<file path="config.mk">
export PLATFORM = sky130hd
export DESIGN_NAME = enc_health_mon
export DESIGN_NICKNAME = d
export VERILOG_FILES = /design/src/rtl/enc_health_pkg.sv /design/src/rtl/ehm_sync2.sv /design/src/rtl/ehm_qual.sv /design/src/rtl/ehm_pwm_wd.sv /design/src/rtl/enc_health_mon.sv
export SDC_FILE = /design/constraint.sdc
export NUM_CORES = 1
export LEC_CHECK = 0
export CAP_MARGIN = 10
export CORE_MARGIN = 5
export CORE_UTILIZATION = 54
export CTS_BUF_LIST = sky130_fd_sc_hd__clkbuf_4
export CTS_CLUSTER_DIAMETER = 60
export DETAILED_ROUTE_END_ITERATION = 10
export PLACE_DENSITY = 0.86
export SYNTH_ARGS = -nofsm -noshare
export SYNTH_HDL_FRONTEND = slang
export SYNTH_SLANG_ARGS = --single-unit
export TNS_END_PERCENT = 50
</file>
<file path="constraint.sdc">
create_clock -name clk -period 2.25 [get_ports clk]
set_clock_uncertainty 0.1 [all_clocks]
set_input_delay 0.3375 -clock clk [delete_from_list [all_inputs] [get_ports clk]]
set_output_delay 0.3375 -clock clk [all_outputs]
set_load 0.005 [all_outputs]
</file>
<file path="src/rtl/enc_health_pkg.sv">
// Shared constants for the angle sensor health supervisor.
// Assumes: condition vector indices are used consistently by the top.
package enc_health_pkg;
    localparam int NCOND    = 5;
    localparam int C_BOTHLO = 0;   // both magnet lines low
    localparam int C_INCLO  = 1;   // only increase-side low
    localparam int C_DECLO  = 2;   // only decrease-side low
    localparam int C_ALLHI  = 3;   // A, B, Index all high
    localparam int C_IDXBAD = 4;   // Index with exactly one of A/B
endpackage

</file>
<file path="src/rtl/ehm_sync2.sv">
// Two-flop synchronizer for a bundle of asynchronous inputs.
// Assumes: each bit is independent; RST_VAL gives the idle level per bit.
module ehm_sync2 #(
    parameter int           W       = 1,
    parameter logic [W-1:0] RST_VAL = '0
) (
    input  logic         clk,
    input  logic         rst_n,
    input  logic [W-1:0] d,
    output logic [W-1:0] q
);
    logic [W-1:0] meta;

    // Capture then re-register every input bit.
    always_ff @(posedge clk) begin
        if (!rst_n) begin
            meta <= RST_VAL;
            q    <= RST_VAL;
        end else begin
            meta <= d;
            q    <= meta;
        end
    end
endmodule

</file>
<file path="src/rtl/ehm_qual.sv">
// Consecutive-clock qualifier: q rises once cond has been true for LEN
// clocks in a row, and falls one clock after cond goes false.
// Assumes: LEN >= 1; cond is synchronous to clk.
module ehm_qual #(
    parameter int LEN = 4
) (
    input  logic clk,
    input  logic rst_n,
    input  logic cond,
    output logic q
);
    localparam int CW = $clog2(LEN + 1);
    logic [CW-1:0] run_cnt;

    // Count consecutive true cycles, saturating at LEN.
    always_ff @(posedge clk) begin
        if (!rst_n)                    run_cnt <= '0;
        else if (!cond)                run_cnt <= '0;
        else if (run_cnt != CW'(LEN))  run_cnt <= run_cnt + 1'b1;
    end

    assign q = (run_cnt == CW'(LEN));


    qual_needs_cond_chk: assert property (@(posedge clk) disable iff (!rst_n)
        q |-> $past(cond));
endmodule

</file>
<file path="src/rtl/ehm_pwm_wd.sv">
// Pulse watchdog: counts clocks since the last rising edge of a
// synchronized pulse train and flags a timeout at LIMIT.
// Assumes: pwm is already synchronized to clk.
module ehm_pwm_wd #(
    parameter int LIMIT = 100000
) (
    input  logic clk,
    input  logic rst_n,
    input  logic pwm,
    output logic timeout
);
    localparam int CW = $clog2(LIMIT + 1);
    logic [CW-1:0] idle_cnt;
    logic          pwm_d;
    logic          rise;

    assign rise = pwm & ~pwm_d;

    // Remember previous level for edge detection.
    always_ff @(posedge clk) begin
        if (!rst_n) pwm_d <= 1'b0;
        else        pwm_d <= pwm;
    end

    // Idle counter: restart on each rising edge, saturate at LIMIT.
    always_ff @(posedge clk) begin
        if (!rst_n)                      idle_cnt <= '0;
        else if (rise)                   idle_cnt <= '0;
        else if (idle_cnt != CW'(LIMIT)) idle_cnt <= idle_cnt + 1'b1;
    end

    assign timeout = (idle_cnt == CW'(LIMIT));


    edge_clears_to_chk: assert property (@(posedge clk) disable iff (!rst_n)
        rise |=> !timeout);
endmodule

</file>
<file path="src/rtl/enc_health_mon.sv">
// Angle sensor health supervisor: synchronizes sensor status lines,
// qualifies level conditions, watches the pulse output and checks
// received frames, then reports per-fault flags and a summary.
// Assumes: frm_* inputs are synchronous to clk; others are asynchronous.
module enc_health_mon
    import enc_health_pkg::*;
#(
    parameter int QUAL_LEN    = 4,
    parameter int PWM_TIMEOUT = 100000,
    parameter int DATA_W      = 12,
    parameter int STAT_W      = 6,
    parameter int OCF_BIT     = 0
) (
    input  logic              clk,
    input  logic              rst_n,
    input  logic              mag_inc_n,
    input  logic              mag_dec_n,
    input  logic              pwm_in,
    input  logic              inc_a,
    input  logic              inc_b,
    input  logic              inc_idx,
    input  logic              frm_stb,
    input  logic [DATA_W-1:0] frm_data,
    input  logic [STAT_W-1:0] frm_stat,
    input  logic              frm_clr,
    output logic              fault,
    output logic              flt_field,
    output logic              flt_power,
    output logic              flt_frame,
    output logic              flt_zero,
    output logic              flt_startup,
    output logic              flt_index,
    output logic              mag_near,
    output logic              mag_far
);
    localparam int NIN = 6;
    localparam logic [NIN-1:0] IDLE = 6'b110000;

    logic [NIN-1:0]   raw_in, sy;
    logic             s_inc_n, s_dec_n, s_pwm, s_a, s_b, s_i;
    logic [NCOND-1:0] cond, qual;
    logic             pwm_to;

    assign raw_in = {mag_inc_n, mag_dec_n, pwm_in, inc_a, inc_b, inc_idx};

    ehm_sync2 #(.W(NIN), .RST_VAL(IDLE)) sync_i (
        .clk(clk), .rst_n(rst_n), .d(raw_in), .q(sy));

    assign {s_inc_n, s_dec_n, s_pwm, s_a, s_b, s_i} = sy;

    // Raw level conditions from the synchronized lines.
    always_comb begin
        cond           = '0;
        cond[C_BOTHLO] = ~s_inc_n & ~s_dec_n;
        cond[C_INCLO]  = ~s_inc_n &  s_dec_n;
        cond[C_DECLO]  =  s_inc_n & ~s_dec_n;
        cond[C_ALLHI]  =  s_a & s_b & s_i;
        cond[C_IDXBAD] =  s_i & (s_a ^ s_b);
    end

    for (genvar g = 0; g < NCOND; g++) begin : g_qual
        ehm_qual #(.LEN(QUAL_LEN)) qual_i (
            .clk(clk), .rst_n(rst_n), .cond(cond[g]), .q(qual[g]));
    end

    ehm_pwm_wd #(.LIMIT(PWM_TIMEOUT)) wd_i (
        .clk(clk), .rst_n(rst_n), .pwm(s_pwm), .timeout(pwm_to));

    // Sticky frame checks: a new failing frame wins over a clear.
    always_ff @(posedge clk) begin
        if (!rst_n) begin
            flt_frame <= 1'b0;
            flt_zero  <= 1'b0;
        end else begin
            flt_frame <= (flt_frame & ~frm_clr) | (frm_stb & ~frm_stat[OCF_BIT]);
            flt_zero  <= (flt_zero  & ~frm_clr) |
                         (frm_stb & (frm_data == '0) & (frm_stat == '0));
        end
    end

    assign flt_power   = pwm_to;
    assign flt_field   = qual[C_BOTHLO] & ~pwm_to;
    assign mag_near    = qual[C_INCLO];
    assign mag_far     = qual[C_DECLO];
    assign flt_startup = qual[C_ALLHI];
    assign flt_index   = qual[C_IDXBAD];
    assign fault       = flt_field | flt_power | flt_frame | flt_zero |
                         flt_startup | flt_index;


    field_vs_power_chk: assert property (@(posedge clk) disable iff (!rst_n)
        !(flt_field && flt_power));


    dir_excl_chk: assert property (@(posedge clk) disable iff (!rst_n)
        !(mag_near && mag_far));


    idx_vs_start_chk: assert property (@(posedge clk) disable iff (!rst_n)
        !(flt_index && flt_startup));


    frame_set_chk: assert property (@(posedge clk) disable iff (!rst_n)
        (frm_stb && !frm_stat[OCF_BIT]) |=> flt_frame);


    frame_clr_chk: assert property (@(posedge clk) disable iff (!rst_n)
        (frm_clr && !frm_stb) |=> (!flt_frame && !flt_zero));
endmodule

</file>
**After elaboration in Yosys (flattened, before gate mapping)**

Index checks and enable logic that the tools add are counted.

- Input port bits: 28
- Logic and storage cells: 65
- Register bits: 47
- Output and inout bits: 9

- Bitwise logic cells: 28
- Add/sub/neg operators: 6
- Equal/unequal tests: 12
- Reduce and logical (&&, ||, !) cells: 8

Operator list:

| kind | count |
|---|---|
| 17-bit by 1-bit adder with 17-bit output, second input constant | 1 |
| 17-bit == test, second input constant | 1 |
| 17-bit inequality test, second input constant | 1 |
| 3-bit by 1-bit adder with 3-bit output, second input constant | 5 |
| 3-bit == test, second input constant | 5 |
| 3-bit inequality test, second input constant | 5 |
| 1-bit AND | 13 |
| 12-bit zero test | 1 |
| 2-bit AND reduction | 5 |
| 1-bit inverter | 7 |
| 1-bit bitwise OR | 7 |
| 6-bit zero test | 1 |
| 2-bit OR reduction | 1 |
| 1-bit XOR | 1 |

**Logic depth before layout (Yosys ltp)**

Gate-level depths: netlist of the first run.

- Depth after elaboration: 8
- Gate-level depth with buffers: 6
- Depth with buffers taken out: 6

**Modules after synthesis**

Synthesis of the first run repeated with hierarchy kept, for this count alone.

- Cells, all modules: 234
- Area total of the unflattened synthesis: 2205.9 um^2

By module, submodules not included:

| module | area each (um^2) | cells an instance | instances | seq. area each (um^2) |
|---|---|---|---|---|
| ehm_pwm_wd | 878.3 | 96 | 1 | 360.3 |
| ehm_qual | 165.2 | 18 | 5 | 60.1 |
| ehm_sync2 | 322.8 | 25 | 1 | 240.2 |
| enc_health_mon | 178.9 | 23 | 1 | 40.0 |

**Worst setup path before layout of the first run**

Ideal clock, no wire load.

- Kind: register -> register
- Start point: reg wd_i.idle_cnt[0]
- End point: reg wd_i.idle_cnt[16]
- Setup slack: 461 ps
- Arrival: 1617 ps
- Clock period less this slack: 1789 ps
- Data required time: 2078 ps
- Stages on the path, launching flop included: 6
- Cells stage by stage: dfxtp_1 -> ha_1 -> nand2_1 -> or3_4 -> or4_1 -> a21oi_1

- Longest elaborated chain between the ends: 1
- Elaborated cells between the ends (all ways): 2
- Classes of those cells: 1 x add/sub; 1 x eq/ne

Ends and longest elaborated chain:

| element | line | source |
|---|---|---|
| from (decl) | ehm_pwm_wd.sv:13 | `logic [CW-1:0] idle_cnt;` |
| from (signal assigned) | ehm_pwm_wd.sv:29 | `else if (idle_cnt != CW'(LIMIT)) idle_cnt <= idle_cnt + 1'b1;` |
| 17-bit by 1-bit adder with 17-bit output / 17-bit inequality test (equally long branches) | ehm_pwm_wd.sv:29 |  |

Parallel ways exist; a longest one is shown, timed or not.
A chain may end at the register's enable or synchronous reset.

**Final worst setup path of the first run**

- Start point: reg g_qual[4].qual_i.run_cnt[0]
- End point: out flt_index

- Longest elaborated chain between the ends: 1

Ends and longest elaborated chain:

| element | line | source |
|---|---|---|
| from (decl) | ehm_qual.sv:13 | `logic [CW-1:0] run_cnt;` |
| from (signal assigned) | ehm_qual.sv:19 | `else if (run_cnt != CW'(LEN)) run_cnt <= run_cnt + 1'b1;` |
| 3-bit == test | ehm_qual.sv:22 | `assign q = (run_cnt == CW'(LEN));` |
| to (decl) | enc_health_mon.sv:32 | `output logic flt_index,` |

Every way passes these cells.

==> flow_results.org, run 1 <==
** Critical path
- Worst R2R Start :: wd_i.idle_cnt[0]
- The signal on the critical path passes through inv_1, ha_1, nand2_1, inv_1, clkdlybuf4s50_1.
- Counting both buffers and inverters, the worst setup path holds a total of 3.
- For the worst setup path, the data required time is 1810 ps.
- Launching element type of the critical path :: register
- Most frequent cell on the critical path :: inv_1
- Path type of the worst setup path :: register to primary output
- Library cell contributing the largest single delay on the critical path :: clkdlybuf4s50_1
- Endpoint of the worst-slack reg-to-reg timing path :: wd_i.idle_cnt[16]
- STA classifies the critical path endpoint as a primary output.
- Critical-path maximum fanout :: 4
- Register-to-Register Path Depth :: 7
- For the worst setup path, the data arrival time is between 1500 and 2000 ps.
- Register-to-register path setup slack :: 170 ps
- Delay-heaviest family, CP :: buffers and inverters
- Slowest Stage Delay on Critical Path :: 440 ps

** Synthesis
- For this run, the leading register cell type out of synthesis is dfxtp_1.
- Number of warning messages in the yosys log :: 0
- Dominant combinational cell family by area after synthesis :: simple AND/OR/NAND/NOR gates
- Of the synthesized area, sequential elements account for 0.457.
- Post-synth top cells :: dfxtp_1, nor2_1, nand2_1
- Of the total synthesized cell area, the portion taken by XOR and XNOR cells is 0.0680.
- Complex-gate fraction of the synthesized area :: 0.0486
- Mux share of post-synthesis cell area :: 0.00486
- Biggest area consumer among synthesized cells :: dfxtp_1
- The number of nets in the synthesized netlist is 274.
- The synthesized netlist contains 33 unique library cells.
- After synthesis, the mean cell area works out to 8.84 um^2.
- Post-synthesis cell count :: 233
- Biggest area contributors in the synthesized netlist :: dfxtp_1, ha_1, xnor2_1
- Most frequently used cell type in the post-synthesis netlist :: dfxtp_1
- Portion of synthesized cell area occupied by the leading cell type :: 0.457
- The synthesized design contains 0 enable-type register cells.
- After synthesis the netlist holds a flip-flop and latch count of 47.
- Of the total synthesized cell area, the portion taken by AND, OR, NAND and NOR gates is 0.295.
- Of all flip-flops after synthesis, the portion carrying an async set or reset was 0.
- Of the total synthesized cell area, the portion taken by full adders, half adders and majority gates is 0.0790.
- Area of the mapped netlist :: 2060 um^2

** Timing
- For this run, the top clock speed supported by timing is 0.471 GHz.
- Slew at the pin with the worst max-slew slack :: 1150 ps
- In the finished design, the share of the clock period the worst path needs comes to 0.944.
- Fin crit period :: 2120 ps
- The worst path meets setup with 125 ps of slack.
- Measured against its own limit, the worst slew margin works out to 0.230.
- Setup violations remaining at the end of the flow were counted as 0.
- Fin. max-slew vios :: 0
- Sum of negative setup slack :: 0 ps
- Number of endpoints with negative hold slack in the final report :: 0
- Hold is met by between 300 and 400 ps.

** Place
- In this run the tool buffered the top-level ports with 36 buffer cells.
- Setup WS pre-CTS :: 137 ps
- The placed instances occupy a cell area of 2480 um^2.
- Routability-driven placement finished with a final weighted congestion of just under 0.8.
- Total placed cells including tap cells :: approximately 320
- Summed over all nets, the half-perimeter wirelength after detailed placement is 2.94 mm.

** Cells and area
- The number of antenna diodes in the final layout is 0.
- Non-filler cells in the finished layout :: 328
- Summing all non-filler instances in the final layout gives an area of 2600 um^2.
- At the end of the flow the core is filled with cells to 0.706.
- Fraction of final layout cells sized beyond drive strength 1 :: 0.114
- Relative to the synthesized area, the layout overhead comes to 26.4%.
- Fill cells in the final layout number 298.
- At the end of the flow, the number of nets in the layout was 320.

** Detailed routing
- Final wirelength :: roughly 4 mm
- Highest metal layer with signal wires :: met4
- For this run, design rule violations remaining after detail routing come to 0.
- Met3 wire length :: 251 um
- The count of nets left with antenna violations once routing finished came out at 0.
- Post-detailed-route via-to-cell ratio :: about 5.2
- Across all layers, the routed design uses 1691 vias.
- After detailed routing, the average wire length per cell comes to 12.1 um.
- Detailed router's first-iteration violation count :: 115
- Met1 Routed Length :: between 1.5 and 2 mm
- Detailed routing placed a total of between 1.5 and 2 mm of wire on met2.
- DRT Pass-1 Iters :: 4

** Hold path
- The path with the worst hold slack has its endpoint at sync_i.q[4].
- The worst hold path begins at sync_i.meta[4].
- Number of stages on the worst hold path :: 1
- Worst min-delay path category :: register to register

** Global routing
- Pin count of the biggest net entering global routing :: 18
- The initial antenna violation count came to 0.
- For this run, the total global-route usage over all layers was measured as 0.159.
- Vias in the first global route :: 1493
- GR Overflow Total :: 0
- First-pass GRT wire length :: 6.47 mm

** Floorplan
- IO Pins :: 37
- Standard cell core area :: about 3700 um^2
- Width of the chip :: just over 70 um
- From bottom edge to top edge, the die measures 71.8 um.
- The floorplan step defined a die boundary enclosing 5150 um^2.
- Starting Density :: 0.558
- The initialized floorplan defines 22 standard-cell rows.

** CTS
- TritonCTS built the clock tree.
- Number of buffers inserted during clock tree synthesis :: 5
- CTS built an H-tree with a depth of 2.
- In this run the clock root is driven by a clkbuf_4.
- Sink Count :: 47
- No sink is reached through more buffers than the 2 on the longest clock path.
- After clock tree synthesis, the clock-pin slew on the worst setup and hold paths is 150 ps.
- Clock latency on the worst-skew pair, taken at its later pin, is 370 ps.
- Number of hold-repair buffers added at the cts stage :: 0

** Power
- Power comes to roughly 1.4 mW.
- Total power density per cell area :: between 500 and 600 nW/um^2
- Across the VDD grid, the largest voltage drop is approximately 0.4 mV.
- Leakage power :: 0.953 nW

** Job
- Count of maximum capacitance violations :: 0

** Run status
- The run finished with clean final reports.
==> sequential cells by signal, indices dropped and copies added, names as in the netlist <==
| name | cells |
|---|---|
| wd_i.pwm_d | 1 |
| g_qual.qual_i.run_cnt | 15 |
| wd_i.idle_cnt | 17 |
| flt_frame | 1 |
| flt_zero | 1 |
| sync_i.meta | 6 |
| sync_i.q | 6 |
==> report_power, final <==
part	switching, mW	total (mW)	internal (mW)	leakage (nW)
Sequential	0.00896	0.859	0.850	0.383
Combinational	0.0378	0.110	0.0723	0.542
Clock	0.280	0.405	0.125	0.0278
==> final cells by class <==
| class | count | area, um^2 | area share |
|---|---|---|---|
| Inverter | 20 | 75.1 | 0.0288 |
| Timing Repair Buffer | 43 | 410 | 0.158 |
| Multi-Input combinational cell | 162 | 1050 | 0.404 |
| Tap cell | 48 | 60.1 | 0.0231 |
| Sequential cell | 47 | 945 | 0.363 |
| Clock buffer | 5 | 37.5 | 0.0144 |
| Clock inverter | 3 | 23.8 | 0.00913 |
==> repair_timing <==
item / 4_1_cts / 5_1_grt
resized for setup: 6 / 9
buffers inserted: 2 / 2
pin swaps: 2 / 1
setup endpoints to repair: 3 / 3
==> cell families (layout without fill, tap and decap cells) <==
logic type      count (synthesis)  count (layout)
compound gates                 18              18
fa+ha+maj                      13              13
xor+xnor                       16              16
buf+inv                        24              71
simple gates                  114             114
flops                          47              47
mux                             1               1
==> metal layers <==
metal,up-vias,global-route usage
met5,-,0
met4,0,0.0793
met3,6,0.0435
met2,44,0.258
met1,775,0.194
li1,866,-
==> how the worst max path moves through the flow <==
stage                                 from  cells after the start  slack (ps)                 to
3_3_place_gp              wd_i.idle_cnt[0]                      6         210              fault
2_1_floorplan             wd_i.idle_cnt[0]                      5         460  wd_i.idle_cnt[16]
5_1_grt                   wd_i.idle_cnt[1]                      6          -5              fault
3_5_place_dp              wd_i.idle_cnt[0]                      6         140              fault
4_1_cts                   wd_i.idle_cnt[0]                      7          30          flt_field
6_report       g_qual[4].qual_i.run_cnt[0]                      5         130          flt_index
==> cells in the final DEF (no fill, tap or decap), types with 2 or more instances in the layout <==
cell / count
a21boi_0: 2
a21oi_1: 10
and2_1: 9
buf_4: 7
clkbuf_4: 5
clkdlybuf4s50_1: 33
clkinvlp_4: 2
dfxtp_1: 44
dfxtp_2: 3
dlygate4sd2_1: 2
ha_1: 12
inv_1: 17
inv_2: 3
nand2_1: 24
nand2b_1: 8
nand3_1: 8
nand3_2: 2
nand3b_1: 3
nand4_1: 3
nor2_1: 28
nor3_1: 9
nor4_1: 6
nor4b_2: 2
o21ai_0: 3
or3_2: 2
or3_4: 2
or4_1: 2
xnor2_1: 14
xor2_1: 2
Note: power is estimated with default switching activity, not from simulation.
==> run 2: changes to the inputs <==
- CORE_UTILIZATION: 54 -> 55
- SYNTH_HIERARCHICAL: unset -> 1
==> run 2 against run 1 <==
Compared with the run above: wire length rose by 22%; critical path depth fell by 1; via count rose by 6.7%.
==> flow_results.org, run 2 <==
** Cells and area
- Register with the most flip-flops :: wd_i/idle_cnt
- Relative area change from synthesis to final layout :: 31.0%
- The count of nets after finishing was 329 (+2.8%).
- Final core occ :: 0.733 (+0.0272)
- Most frequent standard cell in the layout excluding fill and tap cells :: dfxtp_1
- The largest registers in the layout are wd_i/idle_cnt x17, g_qual.qual_i/run_cnt x15.
- Ant. Diodes :: 0 (unchanged)
- Fraction of final layout cells sized beyond drive strength 1 :: 0.225 (+0.111)
- Most frequent cells in the layout :: dfxtp_1, clkdlybuf4s50_1, nor2_1
- Max reg flops :: 17 (unchanged)

** Detailed routing
- Final wirelength :: 4.83 mm (+22%)
- DRT Pass-1 Iters :: 4 (unchanged)
- Detailed router's first-iteration violation count :: 96 (-17%)
- DRC :: 0 (unchanged)
- The number of vias per cell after detailed routing was 5.32 (+3.3%).
- Vias :: 1805 (+6.7%)
- Final ANT Viol Nets :: 0 (unchanged)
- The wire length per cell came to 14.2 um (+18%).

** Floorplan
- Starting Density :: 0.560 (+0.00116)
- The area enclosed by the die boundary is 5380 um^2 (+4.4%).
- The die height was 73.3 um (+2.2%).
- Row count :: 23 (+4.5%)
- The floorplan die width was 73.3 um (+2.2%).
- Standard cell core area :: 3940 um^2 (+6.9%)
- The I/O pin count came to 37 (unchanged).

** Job
- The total of max-cap violations was 0 (unchanged).

** CTS
- Number of buffers inserted during clock tree synthesis :: 5 (unchanged)
- Sink Count :: 47 (unchanged)
- The clock-pin slew reported for the worst setup and hold paths after clock tree synthesis was 120 ps (-30 ps).
- The tree is rooted in a clkbuf_4.
- TritonCTS built the clock tree.
- Insertion delay of the later-clocked pin in the worst-skew pair :: 380 ps (about the same)
- CTS max path bufs :: 2 (unchanged)
- The total number of H-tree levels was 2 (unchanged).

** Run status
- Status :: finished clean

** Synthesis
- The most used flip-flop cell after synthesis is dfxtp_1.
- By area the synthesized netlist is led by dfxtp_1, ha_1, nor2_1.
- Most frequently used cell type in the post-synthesis netlist :: dfxtp_1
- Fraction of registers with async set/reset :: 0 (unchanged)
- Portion of synthesized cell area occupied by the leading cell type :: 0.427 (-0.0303)
- Number of warning messages in the yosys log :: 6 (+6)
- Mean Syn Cell Area :: 9.43 um^2 (+6.7%)
- The largest total area in the synthesized netlist belongs to dfxtp_1.
- Area of the mapped netlist :: 2210 um^2 (+7.1%)
- Net Count, Synth :: 275 (+0.36%)
- Ranked by instance count, the synthesized netlist is headed by dfxtp_1, nor2_1, inv_1, nand3_1, ha_1.
- Portion of the post-synthesis area used by sequential elements :: 0.427 (-0.0303)
- EDFF count, synth :: 0 (unchanged)
- The flop and latch count out of synthesis was 47 (unchanged).
- Post-synthesis cell count :: 234 (+0.43%)
- The distinct cell type count of the synthesized netlist is 39 (+18%).

** Place
- The post-DP HPWL is 3.55 mm (+21%).
- Setup WS pre-CTS :: 74.0 ps (-62.5 ps)
- Port-buffer cells :: 36 (unchanged)
- The placer's final routability congestion estimate is 0.791 (+1.7%).

** Power
- Fraction of power spent switching nets :: 0.200 (-0.0371)
- Part of the total power dissipated in combinational logic :: 0.077 (-0.003)
- The largest voltage drop on the vdd net was 0.483 mV (+23%).
- Psw :: 0.322 mW (-1.3%)
- The fraction of power consumed by sequential logic was 0.534 (-0.091).
- The ratio of total power to cell area came to 556 nW/um^2 (+5.4%).
- The relative contribution of the clock network to total power came to 0.390 (+0.095).
- The cell internal power dissipation came to 1.29 mW (+23%).
- Sum of internal, switching and leakage power :: 1.61 mW (+17%)
- The reported leakage power was 1.14 nW (+20%).

** Critical path
- Path type of the worst setup path :: register to primary output
- Library cell contributing the largest single delay on the critical path :: clkdlybuf4s50_1
- The required time of the critical path is 1810 ps (about the same).
- Critical path endpoint category :: primary output
- Buffers plus inverters on the worst setup path :: 2 (-1)
- STA classifies the critical path startpoint as a register.
- The highest net fanout along the worst path was 6 (+2).
- Cells along the critical path :: inv_1, ha_2, and2_2, clkdlybuf4s50_1
- Slowest Stage Delay on Critical Path :: 540 ps (+100 ps)
- The arrival time at the worst endpoint is 1740 ps (+50 ps).
- Delay-heaviest family, CP :: buffers and inverters

** Timing
- The transition at the pin with the smallest max-transition slack came to 324 ps (-823 ps).
- Worst hold slack :: 335 ps (+9.51 ps)
- The share of the cycle needed by the critical path after routing came to 0.969 (+0.0248).
- The number of endpoints with negative hold slack in the final report came to 0 (unchanged).
- Worst path setup slack after routing :: 69.4 ps (-55.9 ps)
- The final critical path time including I/O delays and setup is 2180 ps (+55.9 ps).
- Fin. max-slew vios :: 0 (unchanged)
- The maximum operating frequency is 0.459 GHz (-2.6%).
- The tightest slew margin relative to the limit was 0.782 (+0.552).
- The setup violation total in the final timing report was 0 (unchanged).
- The total negative slack was 0 ps (unchanged).

** Global routing
- The global-route usage over all layers was 0.184 (+0.0245).
- The pin count of the biggest net entering global routing was 17 (-1).
- The initial antenna violation count was 0 (unchanged).
- The wire length of the first global-routing pass was 7.61 mm (+18%).
- GR Overflow Total :: 0 (unchanged)
- The number of global-route vias before repair came to 1762 (+18%).

** Hold path
- The tightest min-delay check is of the register to register type.
==> run 2: logic make-up (layout without fill, tap and decap cells) <==
family | after synthesis | in the layout | synth area share
adders and majority gates | 13 | 13 | 0.0737
buffers and inverters | 19 | 74 | 0.0340
and+or+nand+nor | 113 | 113 | 0.315
DFF | 47 | 47 | 0.427
xor gates and xnor gates | 14 | 14 | 0.0556
AOI/OAI and AO/OA | 27 | 27 | 0.0908
muxes | 1 | 1 | 0.00454
==> run 2: area by class of cell <==
class,instances,area [um^2]
Clock buffer,6,45.0
Clock inverter,2,60.1
Fill cell,288,1050
Inverter,17,63.8
Multi-Input combinational cell,168,1250
Sequential cell,47,953
Tap cell,50,62.6
Timing Repair Buffer,49,452
==> run 2: metrics by stage <==
stage	cell area, um^2	instances
floorplan	2210	234
global placement	2690	328
detailed placement	2690	328
CTS	2810	336
global route	2890	339
finish	2890	339
==> run 2: final timing paths <==
kind / slack, ps / cells past startpoint / from / to
worst max-delay path: 70 / 4 / g_qual[3].qual_i/run_cnt[0] / flt_startup
worst min-delay path: 330 / 1 / sync_i/meta[5] / sync_i/q[5]
worst max register to register: 520 / 6 / wd_i/idle_cnt[0] / wd_i/idle_cnt[16]
worst min register to register: 330 / 1 / sync_i/meta[5] / sync_i/q[5]
==> run 2: per-layer routing <==
layer	up-vias	global-route usage	part of all wire
li1	906	-	-
met1	852	0.201	0.42
met2	33	0.332	0.52
met3	14	0.0397	0.033
met5	-	0	0
met4	0	0.0926	0.030
==> run 2: timing repair <==
action / in CTS / in global routing
hold buffers: 0 / 0
pin swaps: 2 / 4
buffers inserted: 0 / 3
endpoints found under the setup margin: 3 / 6
gates resized for setup: 10 / 19
==> run 2: worst register-to-register path, delay by kind of cell, from the launching register on <==
family / cells / cell delay, ps
buffers and inverters: 1 / 140
AND/OR/NAND/NOR: 2 / 490
AO/OA/AOI/OAI: 2 / 310
flip-flops: 1 / 350
adder cells (fa/ha/maj): 1 / 270
==> run 2: power groups by stage <==
stage / Clock, mW / Sequential [mW] / Combinational, mW
global placement: 0 / 0.875 / 0.114
finish: 0.627 / 0.858 / 0.123
detailed placement: 0 / 0.875 / 0.118
CTS: 0.636 / 0.858 / 0.120
floorplan: 0 / 0.878 / 0.0394
global route: 0.669 / 0.860 / 0.134
